### config.mk
export PLATFORM = sky130hd
export DESIGN_NAME = vme_roak_interrupter
export DESIGN_NICKNAME = d
export VERILOG_FILES = /design/src/rtl/irqr_pkg.sv /design/src/rtl/irqr_sync.sv /design/src/rtl/irqr_line_drv.sv /design/src/rtl/irqr_fsm.sv /design/src/rtl/vme_roak_interrupter.sv
export SDC_FILE = /design/constraint.sdc
export NUM_CORES = 1
export LEC_CHECK = 0
export BUFFER_PORTS_ARGS = -buffer_cell sky130_fd_sc_hd__buf_2
export CAP_MARGIN = 30
export CORE_AREA = 5 5 78 80
export DETAILED_ROUTE_END_ITERATION = 10
export DIE_AREA = 0 0 83 85
export HOLD_SLACK_MARGIN = 0.1
export PLACE_DENSITY = 0.74
export SLEW_MARGIN = 20
export SYNTH_ARGS = -nofsm -noshare
export SYNTH_HDL_FRONTEND = slang
export SYNTH_HIERARCHICAL = 1
export SYNTH_SLANG_ARGS = --single-unit
### constraint.sdc
create_clock -name clk -period 1.9 [get_ports clk]
set_input_delay 0.095 -clock clk [delete_from_list [all_inputs] [get_ports clk]]
set_output_delay 0.095 -clock clk [all_outputs]
set_load 0.03 [all_outputs]
### src/rtl/irqr_pkg.sv
package irqr_pkg;

    typedef enum logic [2:0] {
        ST_IDLE,
        ST_PENDING,
        ST_PASS,
        ST_CLAIM,
        ST_HOLD,
        ST_RELEASE
    } irqr_state_e;

endpackage

### src/rtl/irqr_sync.sv
// Multi-stage synchroniser for asynchronous backplane inputs.
module irqr_sync #(
    parameter int WIDTH  = 6,
    parameter int STAGES = 2
) (
    input  logic             clk,
    input  logic             rst_n,
    input  logic [WIDTH-1:0] d_in,
    output logic [WIDTH-1:0] q_out
);

    logic [STAGES-1:0][WIDTH-1:0] stage_q;

    always_ff @(posedge clk or negedge rst_n) begin
        if (!rst_n) begin
            stage_q <= '1;
        end else begin
            stage_q[0] <= d_in;
            for (int i = 1; i < STAGES; i++) begin
                stage_q[i] <= stage_q[i-1];
            end
        end
    end

    assign q_out = stage_q[STAGES-1];

endmodule

### src/rtl/irqr_line_drv.sv
// Decodes the held level into one active-low request line.
module irqr_line_drv #(
    parameter int LVL_W = 3,
    parameter int LINES = 7
) (
    input  logic             drive,
    input  logic [LVL_W-1:0] level,
    output logic [LINES-1:0] line_n
);

    genvar g;
    generate
        for (g = 0; g < LINES; g++) begin : g_line
            assign line_n[g] = ~(drive && (level == LVL_W'(g + 1)));
        end
    endgenerate

endmodule

### src/rtl/irqr_fsm.sv
// Interrupter sequencing: accept, arbitrate on the chain, claim, release.
module irqr_fsm
    import irqr_pkg::*;
#(
    parameter int LVL_W = 3,
    parameter int VEC_W = 32
) (
    input  logic             clk,
    input  logic             rst_n,
    input  logic             usr_req,
    input  logic [LVL_W-1:0] usr_lvl,
    input  logic [VEC_W-1:0] usr_vec,
    input  logic             as_s,
    input  logic             iack_s,
    input  logic             iackin_s,
    input  logic [LVL_W-1:0] ack_lvl_s,
    input  logic             iackin_raw,
    output logic             drive_irq,
    output logic [LVL_W-1:0] held_lvl,
    output logic             iackout_n,
    output logic             dtack_n,
    output logic [VEC_W-1:0] data_out,
    output logic             usr_ack
);

    irqr_state_e state_q, state_d;
    logic [LVL_W-1:0] lvl_q;
    logic [VEC_W-1:0] vec_q;
    logic             iackin_prev_q;
    logic             chain_fall;
    logic             accept;

    assign chain_fall = iackin_prev_q && !iackin_s;
    assign accept     = (state_q == ST_IDLE) && usr_req && (usr_lvl != '0);

    // State register
    always_ff @(posedge clk or negedge rst_n) begin
        if (!rst_n) begin
            state_q <= ST_IDLE;
        end else begin
            state_q <= state_d;
        end
    end

    // Edge history of the synchronised chain input
    always_ff @(posedge clk or negedge rst_n) begin
        if (!rst_n) begin
            iackin_prev_q <= 1'b1;
        end else begin
            iackin_prev_q <= iackin_s;
        end
    end

    // Level and vector captured on acceptance
    always_ff @(posedge clk or negedge rst_n) begin
        if (!rst_n) begin
            lvl_q <= '0;
            vec_q <= '0;
        end else if (accept) begin
            lvl_q <= usr_lvl;
            vec_q <= usr_vec;
        end
    end

    // Next state
    always_comb begin
        state_d = state_q;
        unique case (state_q)
            ST_IDLE: begin
                if (accept) state_d = ST_PENDING;
            end
            ST_PENDING: begin
                if (!usr_req) begin
                    state_d = ST_IDLE;
                end else if (chain_fall && !iack_s && !as_s) begin
                    state_d = (ack_lvl_s == lvl_q) ? ST_CLAIM : ST_PASS;
                end
            end
            ST_PASS: begin
                if (as_s) state_d = usr_req ? ST_PENDING : ST_IDLE;
            end
            ST_CLAIM: begin
                state_d = ST_HOLD;
            end
            ST_HOLD: begin
                if (as_s) state_d = ST_RELEASE;
            end
            ST_RELEASE: begin
                state_d = ST_IDLE;
            end
            default: state_d = ST_IDLE;
        endcase
    end

    // Outputs
    always_comb begin
        drive_irq = 1'b0;
        iackout_n = iackin_raw;
        dtack_n   = 1'b1;
        data_out  = '0;
        usr_ack   = 1'b0;
        unique case (state_q)
            ST_IDLE: begin
            end
            ST_PENDING: begin
                drive_irq = 1'b1;
                iackout_n = 1'b1;
            end
            ST_PASS: begin
                drive_irq = 1'b1;
            end
            ST_CLAIM: begin
                iackout_n = 1'b1;
                data_out  = vec_q;
            end
            ST_HOLD: begin
                iackout_n = 1'b1;
                data_out  = vec_q;
                dtack_n   = 1'b0;
            end
            ST_RELEASE: begin
                usr_ack = 1'b1;
            end
            default: begin
            end
        endcase
    end

    assign held_lvl = lvl_q;

endmodule

### src/rtl/vme_roak_interrupter.sv
module vme_roak_interrupter #(
    parameter int LVL_W       = 3,
    parameter int VEC_W       = 32,
    parameter int SYNC_STAGES = 2
) (
    input  logic                      clk,
    input  logic                      rst_n,
    input  logic                      usr_irq_req,
    input  logic [LVL_W-1:0]          usr_irq_lvl,
    input  logic [VEC_W-1:0]          usr_irq_vec,
    output logic                      usr_irq_ack,
    input  logic                      bus_as_n,
    input  logic                      bus_iack_n,
    input  logic                      bus_iackin_n,
    input  logic [LVL_W-1:0]          bus_ack_lvl,
    output logic                      bus_iackout_n,
    output logic [(2**LVL_W)-2:0]     bus_irq_n,
    output logic [VEC_W-1:0]          bus_data_out,
    output logic                      bus_dtack_n
);

    localparam int LINES  = (2 ** LVL_W) - 1;
    localparam int SYNC_W = LVL_W + 3;

    logic [SYNC_W-1:0] sync_q;
    logic              as_s, iack_s, iackin_s;
    logic [LVL_W-1:0]  ack_lvl_s;
    logic              drive_irq;
    logic [LVL_W-1:0]  held_lvl;

    irqr_sync #(
        .WIDTH  (SYNC_W),
        .STAGES (SYNC_STAGES)
    ) u_sync (
        .clk   (clk),
        .rst_n (rst_n),
        .d_in  ({bus_as_n, bus_iack_n, bus_iackin_n, bus_ack_lvl}),
        .q_out (sync_q)
    );

    assign {as_s, iack_s, iackin_s, ack_lvl_s} = sync_q;

    irqr_fsm #(
        .LVL_W (LVL_W),
        .VEC_W (VEC_W)
    ) u_fsm (
        .clk        (clk),
        .rst_n      (rst_n),
        .usr_req    (usr_irq_req),
        .usr_lvl    (usr_irq_lvl),
        .usr_vec    (usr_irq_vec),
        .as_s       (as_s),
        .iack_s     (iack_s),
        .iackin_s   (iackin_s),
        .ack_lvl_s  (ack_lvl_s),
        .iackin_raw (bus_iackin_n),
        .drive_irq  (drive_irq),
        .held_lvl   (held_lvl),
        .iackout_n  (bus_iackout_n),
        .dtack_n    (bus_dtack_n),
        .data_out   (bus_data_out),
        .usr_ack    (usr_irq_ack)
    );

    irqr_line_drv #(
        .LVL_W (LVL_W),
        .LINES (LINES)
    ) u_lines (
        .drive  (drive_irq),
        .level  (held_lvl),
        .line_n (bus_irq_n)
    );

endmodule

==> impl_metrics.ini <==
[min_path]
min_from = usr_irq_req
hp-class = input port to flip-flop

[die]
die_height_um = 85
core_area_um2 = 5340
io-pin-count = 86
num_rows = 27
fp.dieW_um = 83
die_area_um2 = 7060
initial_utilization_pct = 42.5

[finish]
final_cell_mix = buf_2, dlygate4sd3_1, dfrtp_1
fin_util_pct = 61.6
finalNetCount = 344
regArea_um2 = 1290
layout.cells.most_common = buf_2
antennaDiodeCount = 0
layout-drive-gt1-share_pct = 50.8
num-fill-cells = 438
syn_to_final_growth_pct = 45.2
multi_input_area_um2 = 867

[detailed_routing]
vias = 1742
drt-total-wl_um = 5260
drcViolationCount = 0
drt_iter0_drc = 65
final_antenna_net_count = 0
drt-pass1-iter-count = 3
avgViaCountPerCell = 4.67
wire_per_inst_um = 14.1

[cts]
clock-root-buffer = clkbuf_8
htreeDepth = 2
path_clk_slew_ps = 80
clock_latency_ps = 300
clockBufferDepth = 2
cts_tree = done
clock-sinks = 51
cts_inserted_buffers = 5

[yosys]
synth_top_cell_area_share_pct = 42.0
synth.area.top_cells = dfrtp_1, mux2_2, dfstp_2
syn_inst = 171
synth_area_um2 = 2270
yosysSeqAreaShare_pct = 57.0
syn-num-nets = 215
yosysWarnings = 6
yosysTopAreaCell = dfrtp_1
avgSynthCellArea_um2 = 13.3
ys_ff_latch = 51
yosysUniqueCellTypes = 25

[placement]
numPortBuffers = 85
gp_congestion = 0.721
dp_hpwl_um = 3360
pre_cts_slack_ps = 238

[grt]
grt_pass1_vias = 1835
grt_first_pass_wirelength_um = 8890
grt_usage_pct = 15.6
grt_max_degree = 34
overflow = 0
antenna_found_initial = 0

[timing]
max_slew.worst_pin.slew_ps = 501
finalHoldViolCount = 0
finalCriticalPeriod_ps = 1840
setup_slack_ps = 61.3
fin_tns_setup_ps = 0
fmax_mhz = 544
skew_ps = 5.84
setup_viol = 0
relSlewSlack_pct = 66.6
final_max_slew_viol_count = 0
fin_hold_ws_ps = 258
final.period_utilization_pct = 96.8

[critical_path]
worstPathMaxFanout = 33
r2r_start = u_fsm/state_q[2]
arrival_ps = 1740
crit_path_end_kind = output port
required_ps = 1800
path_class = flip-flop to output port
startpoint_type = flip-flop
startpoint = u_fsm/state_q[1]

[job]
timing.max_cap.violations = 0

[power_and_ir_drop]
power.density_nw_per_um2 = 1100
irDropWorstVdd_uv = 662
power.total_uw = 3610
p_leak_uw = 0.00155

[outcome]
status = finished, final reports clean
path summary, 6_finish.rpt:
path / depth (start not counted) / slack, ps / endpoint
min in group asynchronous: 2 / 310 / u_fsm/vec_q[26]
max in group asynchronous: 3 / 930 / u_sync/stage_q[1]
min reg2reg: 0 / 360 / u_sync/q_out[4]
max: 6 / 60 / bus_data_out[21]
max reg2reg: 5 / 230 / u_fsm/held_lvl[1]
min: 4 / 260 / u_fsm/state_q[0]
cell families after synthesis:
kind of cell / share of synthesized area (%)
AO/OA/AOI/OAI: 0.828
XOR/XNOR: 1.55
buffers and inverters: 4.80
flip-flops: 57.0
multiplexers: 17.4
AND/OR/NAND/NOR: 18.4
Yosys cell counts:
master / n
dfrtp_1: 38
and2_1: 32
mux2_2: 32
dfstp_2: 13
buf_4: 6
nand2_1: 6
nor2_1: 6
clkbuf_1: 5
buf_6: 4
nand4bb_1: 4
mux2_1: 3
nand4b_1: 3
nor3_1: 3
xor2_1: 3
a21oi_1: 2
nor4b_1: 2
a311oi_1: 1
and4b_1: 1
nand2b_4: 1
nand4_1: 1
nor2b_1: 1
nor3_4: 1
nor4_1: 1
or2_4: 1
xnor2_1: 1
per-layer routing:
metal	up-vias	GRT usage [%]	share of wire (%)	wire length [um]
met5	-	0	0	0
met4	0	6.69	2.5	134
met3	15	6.41	7.7	407
met2	61	25.7	48	2530
met1	839	17.9	42	2190
li1	827	-	-	-
final cells by class:
class,instances,area share [%]
multi-input combinational,105,26.4
clock inverter,1,0.152
sequential,51,39.4
clock buffer,7,2.62
timing repair buffer,137,28.8
tap,72,2.74
stage by stage:
step,instance area [um2],cells
3_3_place_gp,2740,319
3_5_place_dp,2740,319
6_report,3290,373
2_1_floorplan,2270,171
5_1_grt,3290,373
4_1_cts,3260,369
where the power goes:
part	internal (uW)	leakage, uW	total, uW	switching (uW)
clock	294	0.0000482	615	321
sequential	1510	0.000583	1780	271
combinational	679	0.000919	1220	540
critical path: stages, from the launching register on:
cell and delay [ps]:
dfrtp_2 480, nor2_1 170, nand2_1 120, nand2_1 130
buf_12 180, and2_1 160, buf_2 200
sequential cells by signal, indices dropped and copies added, names as in the netlist:
register             count
u_fsm/vec_q             32
u_sync/q_out             6
u_sync/stage_q           6
u_fsm/held_lvl           3
u_fsm/state_q            3
u_fsm/iackin_prev_q      1
repair_timing:
| item | in CTS | in global routing |
|---|---|---|
| hold buffers | 42 | 0 |
| setup buffers | 0 | 4 |
| resized for setup | 2 | 1 |
| setup endpoints to repair | 32 | 32 |
| hold endpoints to repair | 61 | 0 |
Power figures use the tool's default switching activity.
